==> src/rtl/arb_pkg.sv <==
package arb_pkg;

  typedef enum logic {
    ARB_IDLE  = 1'b0,
    ARB_GRANT = 1'b1
  } arb_state_e;

  // Next value of a modulo-period retry counter.
  function automatic int unsigned retry_step(input int unsigned cnt,
                                             input int unsigned period);
    if (cnt + 1 >= period) return 0;
    return cnt + 1;
  endfunction

  // Hold flag update: release has priority over halt.
  function automatic logic hold_next(input logic hold,
                                     input logic halt,
                                     input logic rel);
    return ~rel & (hold | halt);
  endfunction

  // First cycle a cell of a given rank may own the bus, counted from its first pending cycle.
  function automatic int unsigned win_offset(input int unsigned rank,
                                             input int unsigned period);
    return 1 + period * rank;
  endfunction

endpackage

==> src/rtl/arb_ctrl.sv <==
module arb_ctrl
  import arb_pkg::*;
(
  input  logic clk,
  input  logic rst_n,
  input  logic bus_req,
  input  logic halt_cmd,
  input  logic release_cmd,
  output logic grant_root,
  output logic held
);

  arb_state_e state_q, state_d;
  logic       hold_q, hold_d;

  assign hold_d = hold_next(hold_q, halt_cmd, release_cmd);

  always_comb begin
    state_d = state_q;
    unique case (state_q)
      ARB_IDLE:  if (bus_req) state_d = ARB_GRANT;
      ARB_GRANT: state_d = hold_d ? ARB_GRANT : ARB_IDLE;
      default:   state_d = ARB_IDLE;
    endcase
  end

  always_ff @(posedge clk) begin
    if (!rst_n) begin
      state_q <= ARB_IDLE;
      hold_q  <= 1'b0;
    end else begin
      state_q <= state_d;
      hold_q  <= hold_d;
    end
  end

  assign grant_root = (state_q == ARB_GRANT);
  assign held       = hold_q;

  AST_GRANT_AFTER_REQ: assert property (@(posedge clk) disable iff (!rst_n)
    $rose(grant_root) |-> $past(bus_req));
  AST_IDLE_ANSWERS: assert property (@(posedge clk) disable iff (!rst_n)
    !grant_root && bus_req |=> grant_root);
  AST_GRANT_ONE_CYCLE: assert property (@(posedge clk) disable iff (!rst_n)
    grant_root && !held && !halt_cmd |=> !grant_root);
  AST_HOLD_KEEPS: assert property (@(posedge clk) disable iff (!rst_n)
    grant_root && held && !release_cmd |=> grant_root);
  AST_RELEASE_DROPS: assert property (@(posedge clk) disable iff (!rst_n)
    grant_root && release_cmd |=> !grant_root);
  AST_HELD_TRACKS: assert property (@(posedge clk) disable iff (!rst_n)
    halt_cmd && !release_cmd |=> held);

endmodule

==> src/rtl/arb_cell.sv <==
module arb_cell
  import arb_pkg::*;
#(
  parameter int unsigned RETRY_PERIOD = 3,
  localparam int unsigned CW = (RETRY_PERIOD > 2) ? $clog2(RETRY_PERIOD) : 1
) (
  input  logic clk,
  input  logic rst_n,
  input  logic ask,
  input  logic gnt_in,
  output logic gnt_out,
  output logic req_out,
  output logic own
);

  logic          pend_q;
  logic          own_q;
  logic          gnt_in_q;
  logic [CW-1:0] cnt_q;
  logic          gnt_rise;
  logic          take;

  // A cell may only claim on a fresh grant edge; it cannot steal a held grant.
  assign gnt_rise = gnt_in & ~gnt_in_q;
  assign take     = gnt_rise & pend_q;
  assign own      = gnt_in & (own_q | take);
  assign gnt_out  = gnt_in & ~own;
  assign req_out  = pend_q & (cnt_q == '0);

  always_ff @(posedge clk) begin
    if (!rst_n) begin
      pend_q   <= 1'b0;
      own_q    <= 1'b0;
      gnt_in_q <= 1'b0;
      cnt_q    <= '0;
    end else begin
      gnt_in_q <= gnt_in;
      own_q    <= own;
      pend_q   <= pend_q ? ~take : ask;
      if (!pend_q || take) cnt_q <= '0;
      else                 cnt_q <= CW'(retry_step(int'(cnt_q), RETRY_PERIOD));
    end
  end

  AST_PEND_STICKY: assert property (@(posedge clk) disable iff (!rst_n)
    pend_q && !take |=> pend_q);
  AST_PEND_CLEARS: assert property (@(posedge clk) disable iff (!rst_n)
    take |=> !pend_q);
  AST_RETRY_GAP: assert property (@(posedge clk) disable iff (!rst_n)
    req_out |=> !req_out);
  AST_ASK_RECORDED: assert property (@(posedge clk) disable iff (!rst_n)
    ask && !pend_q |=> req_out);

endmodule

==> src/rtl/chain_arbiter.sv <==
module chain_arbiter
  import arb_pkg::*;
#(
  parameter int unsigned N_DEV        = 4,
  parameter int unsigned RETRY_PERIOD = 3
) (
  input  logic             clk,
  input  logic             rst_n,
  input  logic [N_DEV-1:0] dev_ask,
  input  logic             halt_cmd,
  input  logic             release_cmd,
  output logic             bus_req,
  output logic             grant_root,
  output logic [N_DEV-1:0] dev_own,
  output logic             held
);

  logic [N_DEV:0]   gnt_chain;
  logic [N_DEV-1:0] req_vec;
  logic             chain_tail;

  arb_ctrl u_ctrl (
    .clk         (clk),
    .rst_n       (rst_n),
    .bus_req     (bus_req),
    .halt_cmd    (halt_cmd),
    .release_cmd (release_cmd),
    .grant_root  (grant_root),
    .held        (held)
  );

  assign gnt_chain[0] = grant_root;

  for (genvar i = 0; i < N_DEV; i++) begin : g_cell
    arb_cell #(.RETRY_PERIOD(RETRY_PERIOD)) u_cell (
      .clk     (clk),
      .rst_n   (rst_n),
      .ask     (dev_ask[i]),
      .gnt_in  (gnt_chain[i]),
      .gnt_out (gnt_chain[i+1]),
      .req_out (req_vec[i]),
      .own     (dev_own[i])
    );
  end

  // Shared wired-OR request line carries no identity.
  assign bus_req    = |req_vec;
  assign chain_tail = gnt_chain[N_DEV];

  AST_ONE_OWNER: assert property (@(posedge clk) disable iff (!rst_n)
    $onehot0(dev_own));
  AST_NO_STEAL: assert property (@(posedge clk) disable iff (!rst_n)
    grant_root && $past(grant_root) |-> dev_own == $past(dev_own));
  AST_OWN_NEEDS_GRANT: assert property (@(posedge clk) disable iff (!rst_n)
    (|dev_own) |-> grant_root);
  AST_TAIL_NO_OWNER: assert property (@(posedge clk) disable iff (!rst_n)
    chain_tail |-> dev_own == '0);

endmodule

==> config.mk <==
export PLATFORM = sky130hd
export DESIGN_NAME = chain_arbiter
export DESIGN_NICKNAME = d
export VERILOG_FILES = /design/src/rtl/arb_pkg.sv /design/src/rtl/arb_ctrl.sv /design/src/rtl/arb_cell.sv /design/src/rtl/chain_arbiter.sv
export SDC_FILE = /design/constraint.sdc
export NUM_CORES = 1
export LEC_CHECK = 0
export BUFFER_PORTS_ARGS = -buffer_cell sky130_fd_sc_hd__buf_2
export CORE_AREA = 2 2 52 54
export CTS_BUF_LIST = sky130_fd_sc_hd__clkbuf_8
export DETAILED_ROUTE_END_ITERATION = 12
export DIE_AREA = 0 0 54 56
export GPL_TIMING_DRIVEN = 0
export SETUP_SLACK_MARGIN = 0.5
export SYNTH_ARGS = -nofsm -noshare
export SYNTH_HDL_FRONTEND = slang
export SYNTH_SLANG_ARGS = --single-unit
==> constraint.sdc <==
create_clock -name clk -period 1.27 [get_ports clk]
set_input_delay 0.1905 -clock clk [delete_from_list [all_inputs] [get_ports clk]]
set_output_delay 0.1905 -clock clk [all_outputs]
set_load 0.02 [all_outputs]
==> results.py, run 1 <==
metrics = {
    "run_status": {
        "status": "finished with violations",
        "violations": "negative setup slack",
    },
    "detailed_routing": {
        "wirelength_um": 2370,
        "via_count": 880,
        "wl_met2_um": 1150,
        "drtPass1Iterations": 4,
        "routed.top_layer": "met4",
        "antenna_left": 0,
        "drt-initial-drc-count": 8,
        "vias_per_cell": 4.94,
        "met1Wirelength_um": 1130,
        "drcViolationCount": 0,
        "wl_met3_um": 60,
        "wire_per_inst_um": 13.3,
    },
    "floorplanning": {
        "coreArea_um2": 2430,
        "rows": 18,
        "die_w_um": 54,
        "die-area_um2": 3020,
        "io_pins": 15,
        "die_h_um": 56,
        "initial_core_util": 0.431,
    },
    "run": {
        "maxCapViolations": 0,
    },
    "clocking": {
        "hold_buffers": 0,
        "clkLatencyLatePin_ns": 0.27,
        "cts-root-buf": "clkbuf_8",
        "cts_buffers": 3,
        "clkSinkCount": 22,
        "cts_tree": "done",
        "cts_max_level": 1,
        "clk_path_buf_depth": 2,
        "clkTransAtPathRegs_ns": 0.08,
    },
    "setup_path": {
        "cp.arrival_ns": 1.51,
        "cp_max_fo": 4,
        "start_kind": "flop",
        "rrSetupSlack_ns": -0.08,
        "critPathKind": "reg2out",
        "crit_required_ns": 1.08,
        "worst_setup_path_end_kind": "primary output",
    },
    "global_routing": {
        "grt.total_usage": 0.168,
        "grt_max_degree": 14,
        "grt_pass1_wl_um": 3790,
        "gr-total-overflow": 0,
        "antenna_found_initial": 0,
        "first_global_vias": 867,
    },
    "layout": {
        "syn2layout_area_growth_pct": 56.4,
        "final-instance-count-excl-fill": 178,
        "fin_nets": 169,
        "fin_util": 0.674,
        "drive_above_1_share": 0.622,
        "n_antenna_cell": 0,
    },
    "synthesis": {
        "synth_nets": 132,
        "avgSynthCellArea_um2": 9.36,
        "ys_seq_area_frac": 0.420,
        "netlist.area_leader.share": 0.420,
        "synth-warning-count": 0,
        "synth_area_leaders": "dfxtp_1 42%, ha_1 14%, inv_1 5.4%",
        "synth_edf_count": 0,
        "synth_seq_cells": 22,
        "synthArstFlopShare": 0,
        "synth_cell_type_count": 31,
        "synthCells": 112,
        "synth_most_common_cell": "dfxtp_1",
        "netlist_area_um2": 1050,
        "synthFlopType": "dfxtp_1",
        "synthTopCellsByCount": "22 x dfxtp_1, 15 x inv_1, 12 x ha_1, 12 x nor2_1",
        "synth_largest_area_cell": "dfxtp_1",
    },
    "timing": {
        "finalMaxSlewViolations": 0,
        "rsz0062_at_grt": "yes",
        "whs_ns": 0.159,
        "finalHoldViolCount": 0,
        "tightest_slew_ns": 0.425,
        "finClkSkew_ns": 0.00343,
        "setup_ws_ns": -0.433,
        "period_share": 1.34,
        "slew_headroom": 0.714,
        "min_period_ns": 1.70,
        "max_freq_ghz": 0.587,
        "finalSetupViolCount": 15,
    },
    "power": {
        "p_sw_frac": 0.266,
        "ir_drop_mv": 0.921,
        "power_frac_clock": 0.342,
        "p_switching_mw": 0.517,
        "cellInternalPower_mw": 1.43,
        "power_frac_comb": 0.254,
        "pwr-share-seq": 0.404,
        "p_leak_nw": 0.721,
        "power_density_nw_per_um2": 1180,
    },
    "place": {
        "dpl_worst_slack_ns": -0.404,
        "place_congestion": 0.703,
        "port_buffers": 14,
        "post-place-cells": 156,
        "hpwl_um": 1450,
    },
    "worst_hold_path": {
        "worstHoldPathType": "in2reg",
    },
}
[metrics by stage]
stage	cell area (µm²)	TNS (ns)	power (mW)
after floorplan	1100	-0.286	1.01
after global placement	1210	-1.07	1.08
after detailed placement	1210	-1.02	1.08
after CTS	1460	-1.76	1.83
after global routing	1640	-2.92	2.03
final	1640	-2.01	1.94
[what timing repair did]
action                                  CTS  global route
pin swaps                                14            12
endpoints found under the setup margin   27            28
setup buffers                             9             9
gates resized for setup                  29            25
endpoints found under the hold margin     0             0
gates cloned                              0             0
[area by class of cell]
cell class | instances | area, µm²
multi-input combinational | 70 | 706
clock buffer | 3 | 41.3
buffer | 5 | 38.8
tap | 30 | 37.5
inverter | 15 | 56.3
timing repair buffer | 32 | 267
fill | 182 | 792
sequential | 22 | 464
clock inverter | 1 | 30.0
[power by group through the flow]
stage	Sequential [mW]	Clock, mW	Combinational [mW]
2_1_floorplan	0.801	0	0.206
3_3_place_gp	0.801	0	0.275
3_5_place_dp	0.804	0	0.281
4_1_cts	0.783	0.676	0.371
5_1_grt	0.791	0.705	0.536
6_report	0.784	0.664	0.494
[cell families after synthesis]
| family | synth area share |
|---|---|
| AND/OR/NAND/NOR | 0.223 |
| flip-flops | 0.420 |
| buffers and inverters | 0.0871 |
| AO/OA/AOI/OAI | 0.126 |
| adder cells (fa/ha/maj) | 0.143 |
[cells in the final DEF (no fill, tap or decap), drive strengths merged, types with 3 or more instances in the layout]
cell    instances
nor2b           6
inv            15
nor2           12
dfxtp          22
a21oi           5
buf            37
clkbuf          3
ha             12
o21ai           3
nand2           4
nand2b          3
nor3            4
[state kept, by name (all words and copies together), names as in the netlist]
name	cells
g_cell.u_cell.gnt_in_q	4
g_cell.u_cell.pend_q	4
u_ctrl.grant_root	1
g_cell.u_cell.own_q	4
g_cell.u_cell.cnt_q	8
u_ctrl.held	1
[critical path: stages, from the launching register on]
cell	delay, ns
dfxtp_2	0.33
nand2b_4	0.15
nor4b_4	0.35
o211a_1	0.22
buf_6	0.09
buf_6	0.10
[layer usage]
| layer | global-route usage | up-vias |
|---|---|---|
| li1 | - | 448 |
| met4 | 0.0643 | 0 |
| met5 | 0 | - |
| met1 | 0.205 | 414 |
| met2 | 0.282 | 14 |
| met3 | 0.0323 | 4 |
[path summary, 6_finish.rpt]
kind                                          end  cells past startpoint                                 start
max                                    dev_own[3]                      5     g_cell[0].u_cell.own_q$_SDFF_PN0_
min            g_cell[1].u_cell.pend_q$_SDFF_PN0_                      3                            dev_ask[1]
max reg2reg     g_cell[3].u_cell.own_q$_SDFF_PN0_                      5     g_cell[0].u_cell.own_q$_SDFF_PN0_
min reg2reg  g_cell[0].u_cell.cnt_q[0]$_SDFF_PP0_                      1  g_cell[0].u_cell.cnt_q[0]$_SDFF_PP0_
(Power assumes the default switching activity.)
==> run 2, diff against run 1 <==
Settings changed: REMOVE_ABC_BUFFERS set to 1.
==> run 2 against run 1 <==
  * The run still ends with negative setup slack left
  * Cell count fell by 1.7%
  * First-iteration DRC count down 63%
  * Worst hold slack improved by 0.029 ns
  * Routed wire length is 2.8% higher
  * Maximum frequency rose by 6.5%
  * Core utilization increased by 0.82 points
  * Critical path depth fell by 1
  * Global-route usage fell by 0.74 points
  * Clock power fell by 2%
  * Sequential power about the same
  * Largest cell class unchanged
==> results.py, run 2 (synthesis gave the netlist of run 1 again) <==
metrics = {
    "layout": {
        "fin_nets": 166,
        "regMostFlops": "g_cell.u_cell.cnt_q",
        "syn2layout_area_growth_pct": 58.4,
        "nFillCells": 190,
        "multi_input_area_um2": 752,
        "final-instance-count-excl-fill": 175,
        "drive_above_1_share": 0.648,
        "fin_area_um2": 1660,
        "mostFrequentLayoutCells": "15 x buf_4, 12 x buf_6, 10 x dfxtp_2, 10 x dfxtp_1, 9 x inv_2",
        "fin_util": 0.683,
        "register_area_um2": 460,
        "largest_register_ffs": 8,
        "layout_commonest_cell": "buf_4",
        "n_antenna_cell": 0,
    },
    "detailed_routing": {
        "drt-initial-drc-count": 3,
        "drcViolationCount": 0,
        "vias_per_cell": 4.95,
        "wirelength_um": 2430,
        "drtPass1Iterations": 4,
        "via_count": 867,
        "antenna_left": 0,
        "wire_per_inst_um": 13.9,
    },
    "global_routing": {
        "grt_max_degree": 14,
        "grt_pass1_wl_um": 3630,
        "gr-total-overflow": 0,
        "grt.total_usage": 0.161,
        "antenna_found_initial": 0,
        "first_global_vias": 862,
    },
    "power": {
        "p_sw_frac": 0.263,
        "cellInternalPower_mw": 1.40,
        "p_switching_mw": 0.502,
        "pwr-share-seq": 0.412,
        "power_frac_comb": 0.248,
        "power_density_nw_per_um2": 1150,
        "power_frac_clock": 0.340,
        "ir_drop_mv": 1.09,
        "p_leak_nw": 0.707,
    },
    "place": {
        "place_congestion": 0.721,
        "postPlaceCellArea_um2": 1120,
        "port_buffers": 14,
        "hpwl_um": 1370,
        "post-place-cells": 151,
        "dpl_worst_slack_ns": -0.332,
    },
    "run_status": {
        "status": "finished with violations",
        "violations": "negative setup slack",
    },
    "timing": {
        "rsz0062_at_grt": "yes",
        "period_share": 1.26,
        "setup_tns_ns": -1.44,
        "finalSetupViolCount": 13,
        "slew_headroom": 0.760,
        "finClkSkew_ns": 0.00625,
        "setup_ws_ns": -0.329,
        "finalMaxSlewViolations": 0,
        "max_freq_ghz": 0.625,
        "finalHoldViolCount": 0,
        "tightest_slew_ns": 0.358,
        "min_period_ns": 1.60,
    },
    "clocking": {
        "clkTransAtPathRegs_ns": 0.08,
        "cts-root-buf": "clkbuf_8",
        "cts_buffers": 3,
        "cts_tree": "done",
        "cts_max_level": 1,
        "clk_path_buf_depth": 2,
        "clkSinkCount": 22,
        "clkLatencyLatePin_ns": 0.26,
    },
    "setup_path": {
        "start_kind": "flop",
        "critPathKind": "reg2out",
        "cp.arrival_ns": 1.41,
        "cp_max_fo": 4,
        "worst_setup_path_end_kind": "primary output",
        "crit_required_ns": 1.08,
    },
    "floorplanning": {
        "rows": 18,
        "initial_core_util": 0.431,
        "die_h_um": 56,
        "die-area_um2": 3020,
        "coreArea_um2": 2430,
        "io_pins": 15,
        "die_w_um": 54,
    },
    "worst_hold_path": {
        "worstHoldPathType": "in2reg",
    },
    "run": {
        "maxCapViolations": 0,
    },
}
-- run 2: worst paths after layout --
path / from / endpoint / slack, ns / cells after the start
setup reg to reg: g_cell[0].u_cell.pend_q$_SDFF_PN0_ / g_cell[3].u_cell.gnt_in_q$_SDFF_PN0_ / -0.09 / 5
hold reg to reg: g_cell[1].u_cell.cnt_q[0]$_SDFF_PP0_ / g_cell[1].u_cell.cnt_q[0]$_SDFF_PP0_ / 0.53 / 2
setup / recovery: g_cell[0].u_cell.pend_q$_SDFF_PN0_ / dev_own[3] / -0.33 / 4
hold / removal: dev_ask[1] / g_cell[1].u_cell.pend_q$_SDFF_PN0_ / 0.19 / 3
-- run 2: routing by layer --
metal,global-route usage,wire length (µm),up-vias
met5,0,0,-
met4,0.0321,10,0
met3,0.0484,92,2
met2,0.287,1290,14
met1,0.181,1040,410
li1,-,-,441
-- run 2: through the flow --
step	power, mW	hold slack, ns
final	1.91	0.188
after global routing	1.99	0.222
after CTS	1.84	0.174
after detailed placement	1.04	0.441
after global placement	1.03	0.428
after floorplan	0.959	0.321
-- run 2: power by group through the flow --
stage	registers (mW)	clock network, mW	logic [mW]
5_1_grt	0.791	0.691	0.512
4_1_cts	0.782	0.663	0.394
6_report	0.786	0.648	0.473
3_3_place_gp	0.789	0	0.239
2_1_floorplan	0.790	0	0.170
3_5_place_dp	0.790	0	0.245
-- run 2: worst max-delay path, cell delays in order, from the launching register on --
cell     delay [ns]
dfxtp_2        0.32
nor2b_4        0.14
nor4b_4        0.35
o211a_1        0.22
buf_6          0.12
-- run 2: final cells by class --
cell class	instances	share of cell area
Multi-Input combinational cell	70	0.453
Clock buffer	3	0.0249
Tap cell	30	0.0226
Sequential cell	22	0.277
Inverter	15	0.0339
Timing Repair Buffer	34	0.170
Clock inverter	1	0.0181
-- run 2: repair_timing --
item                       in CTS  in global routing
gates cloned                    0                  0
hold buffers                    0                  0
setup buffers                  14                  6
hold endpoints to repair        0                  0
pin swaps                      18                 14
setup endpoints to repair      27                 27
gates resized for setup        60                 28
==> run 3, diff against run 2 <==
Settings changed: CELL_PAD_IN_SITES_DETAIL_PLACEMENT set to 0, CELL_PAD_IN_SITES_GLOBAL_PLACEMENT set to 2, CORE_AREA 2 2 52 54 to 2 2 61 63, DIE_AREA 0 0 54 56 to 0 0 63 65, PLACE_DENSITY_LB_ADDON set to 0.1.
==> run 3 against run 2 <==
  * The flow still finishes with violations (negative setup slack)
  * Maximum frequency rose by 0.15%
  * Global-route usage decreased by 4.0 points
  * Setup slack improved by 0.0023 ns
  * Combinational power is 2% higher
  * Sequential share of layout area rose by 0.95 points
  * Via count shrank 3.2%
  * Clock power shrank 34%
  * First-iteration DRC count grew to 6.3 times the previous value
  * Worst hold slack barely moved
  * Count of clock-buffer cells in the layout is the same
  * Die area grew 35%
  * Power decreased by 11%
==> results.py, run 3 (synthesis gave the netlist of run 1 again) <==
metrics = {
    "detailed_routing": {
        "drcViolationCount": 0,
        "drt-initial-drc-count": 19,
        "drtPass1Iterations": 3,
        "vias_per_cell": 4.42,
        "wire_per_inst_um": 11.7,
        "antenna_left": 0,
        "via_count": 839,
        "wirelength_um": 2230,
    },
    "floorplanning": {
        "die-area_um2": 4100,
        "initial_core_util": 0.300,
        "coreArea_um2": 3500,
        "die_h_um": 65,
        "die_w_um": 63,
        "io_pins": 15,
        "rows": 22,
    },
    "clocking": {
        "clkTransAtPathRegs_ns": 0.08,
        "clk_path_buf_depth": 2,
        "cts_tree": "done",
        "clkSinkCount": 22,
        "cts-root-buf": "clkbuf_8",
        "hold_buffers": 0,
        "clkLatencyLatePin_ns": 0.26,
        "cts_max_level": 1,
        "cts_buffers": 3,
    },
    "power": {
        "ir_drop_mv": 0.535,
        "p_leak_nw": 0.677,
        "power_density_nw_per_um2": 1040,
    },
    "layout": {
        "fin_area_um2": 1630,
        "fin_nets": 164,
        "n_antenna_cell": 0,
        "fin_util": 0.467,
        "regMostFlops": "g_cell.u_cell.cnt_q",
        "syn2layout_area_growth_pct": 55.6,
        "largest_register_ffs": 8,
        "mostFrequentLayoutCells": "12 x buf_6, 12 x buf_4, 10 x dfxtp_2",
        "drive_above_1_share": 0.662,
    },
    "global_routing": {
        "first_global_vias": 847,
        "antenna_found_initial": 0,
        "gr-total-overflow": 0,
        "grt_max_degree": 13,
        "grt_pass1_wl_um": 3850,
        "grt.total_usage": 0.121,
    },
    "timing": {
        "setup_ws_ns": -0.327,
        "finalHoldViolCount": 0,
        "tightest_slew_ns": 0.391,
        "finClkSkew_ns": 0.00165,
        "slew_headroom": 0.738,
        "finalSetupViolCount": 11,
        "max_freq_ghz": 0.626,
        "min_period_ns": 1.60,
        "period_share": 1.26,
        "rsz0062_at_grt": "yes",
        "finalMaxSlewViolations": 0,
    },
    "setup_path": {
        "cp.arrival_ns": 1.41,
        "critPathKind": "reg2out",
        "cp_max_fo": 3,
        "rrSetupSlack_ns": -0.05,
        "crit_required_ns": 1.08,
        "start_kind": "flop",
        "worst_setup_path_end_kind": "primary output",
    },
    "worst_hold_path": {
        "worstHoldPathType": "in2reg",
    },
    "run_status": {
        "violations": "negative setup slack",
        "status": "finished with violations",
    },
    "place": {
        "port_buffers": 14,
        "hpwl_um": 1400,
        "postPlaceCellArea_um2": 1140,
        "place_congestion": 0.689,
    },
    "run": {
        "maxCapViolations": 0,
    },
}
[run 3: changes by cell type in the layout (fill, tap and decap cells not counted), moves of 2 or more]
cell     change
buf_4        -3
dfxtp_1      -2
dfxtp_4      +2
ha_2         +3
ha_4         -4
inv_1        +2
inv_2        -2
[run 3: critical path: stages, from the launching register on]
cell,delay [ns]
dfxtp_4,0.34
nor2b_4,0.13
nor4b_4,0.33
o211a_1,0.22
buf_6,0.12
[run 3: metal layers]
layer / track usage / up-vias / wire length (µm)
li1: - / 436 / -
met1: 0.150 / 386 / 1090
met2: 0.195 / 13 / 1050
met3: 0.0226 / 4 / 57
met4: 0.0667 / 0 / 37
met5: 0 / - / 0
[run 3: final cells by class]
class / count / area (µm²)
Fill cell: 355 / 1860
Tap cell: 48 / 60.1
Clock buffer: 3 / 41.3
Sequential cell: 22 / 468
Inverter: 15 / 56.3
Timing Repair Buffer: 32 / 275
Multi-Input combinational cell: 70 / 731
[run 3: stage by stage]
stage / hold slack, ns / TNS [ns] / worst slack (ns) / std cells / total power [mW]
floorplan: 0.321 / -0.641 / -0.339 / 107 / 0.959
global placement: 0.436 / -1.66 / -0.397 / 169 / 1.04
detailed placement: 0.433 / -1.61 / -0.383 / 169 / 1.04
CTS: 0.166 / -1.24 / -0.338 / 184 / 1.63
global route: 0.197 / -1.99 / -0.363 / 190 / 1.79
finish: 0.188 / -1.43 / -0.327 / 190 / 1.69
[run 3: final timing paths]
check	start	endpoint	cells past startpoint
worst max-delay path	g_cell[0].u_cell.pend_q$_SDFF_PN0_	dev_own[3]	4
worst min-delay path	dev_ask[1]	g_cell[1].u_cell.pend_q$_SDFF_PN0_	3
worst max register to register	g_cell[0].u_cell.pend_q$_SDFF_PN0_	g_cell[3].u_cell.own_q$_SDFF_PN0_	5
worst min register to register	g_cell[0].u_cell.cnt_q[0]$_SDFF_PP0_	g_cell[0].u_cell.cnt_q[0]$_SDFF_PP0_	1
[run 3: power by group]
| group | internal [mW] | switching (mW) | leakage, nW |
|---|---|---|---|
| clock network | 0.211 | 0.215 | 0.0216 |
| logic | 0.256 | 0.228 | 0.468 |
| registers | 0.737 | 0.0439 | 0.187 |
[run 3: what timing repair did]
action                     CTS  global route
setup buffers               12             6
resized for setup           65            26
setup endpoints to repair   27            28
pin swaps                   16            10
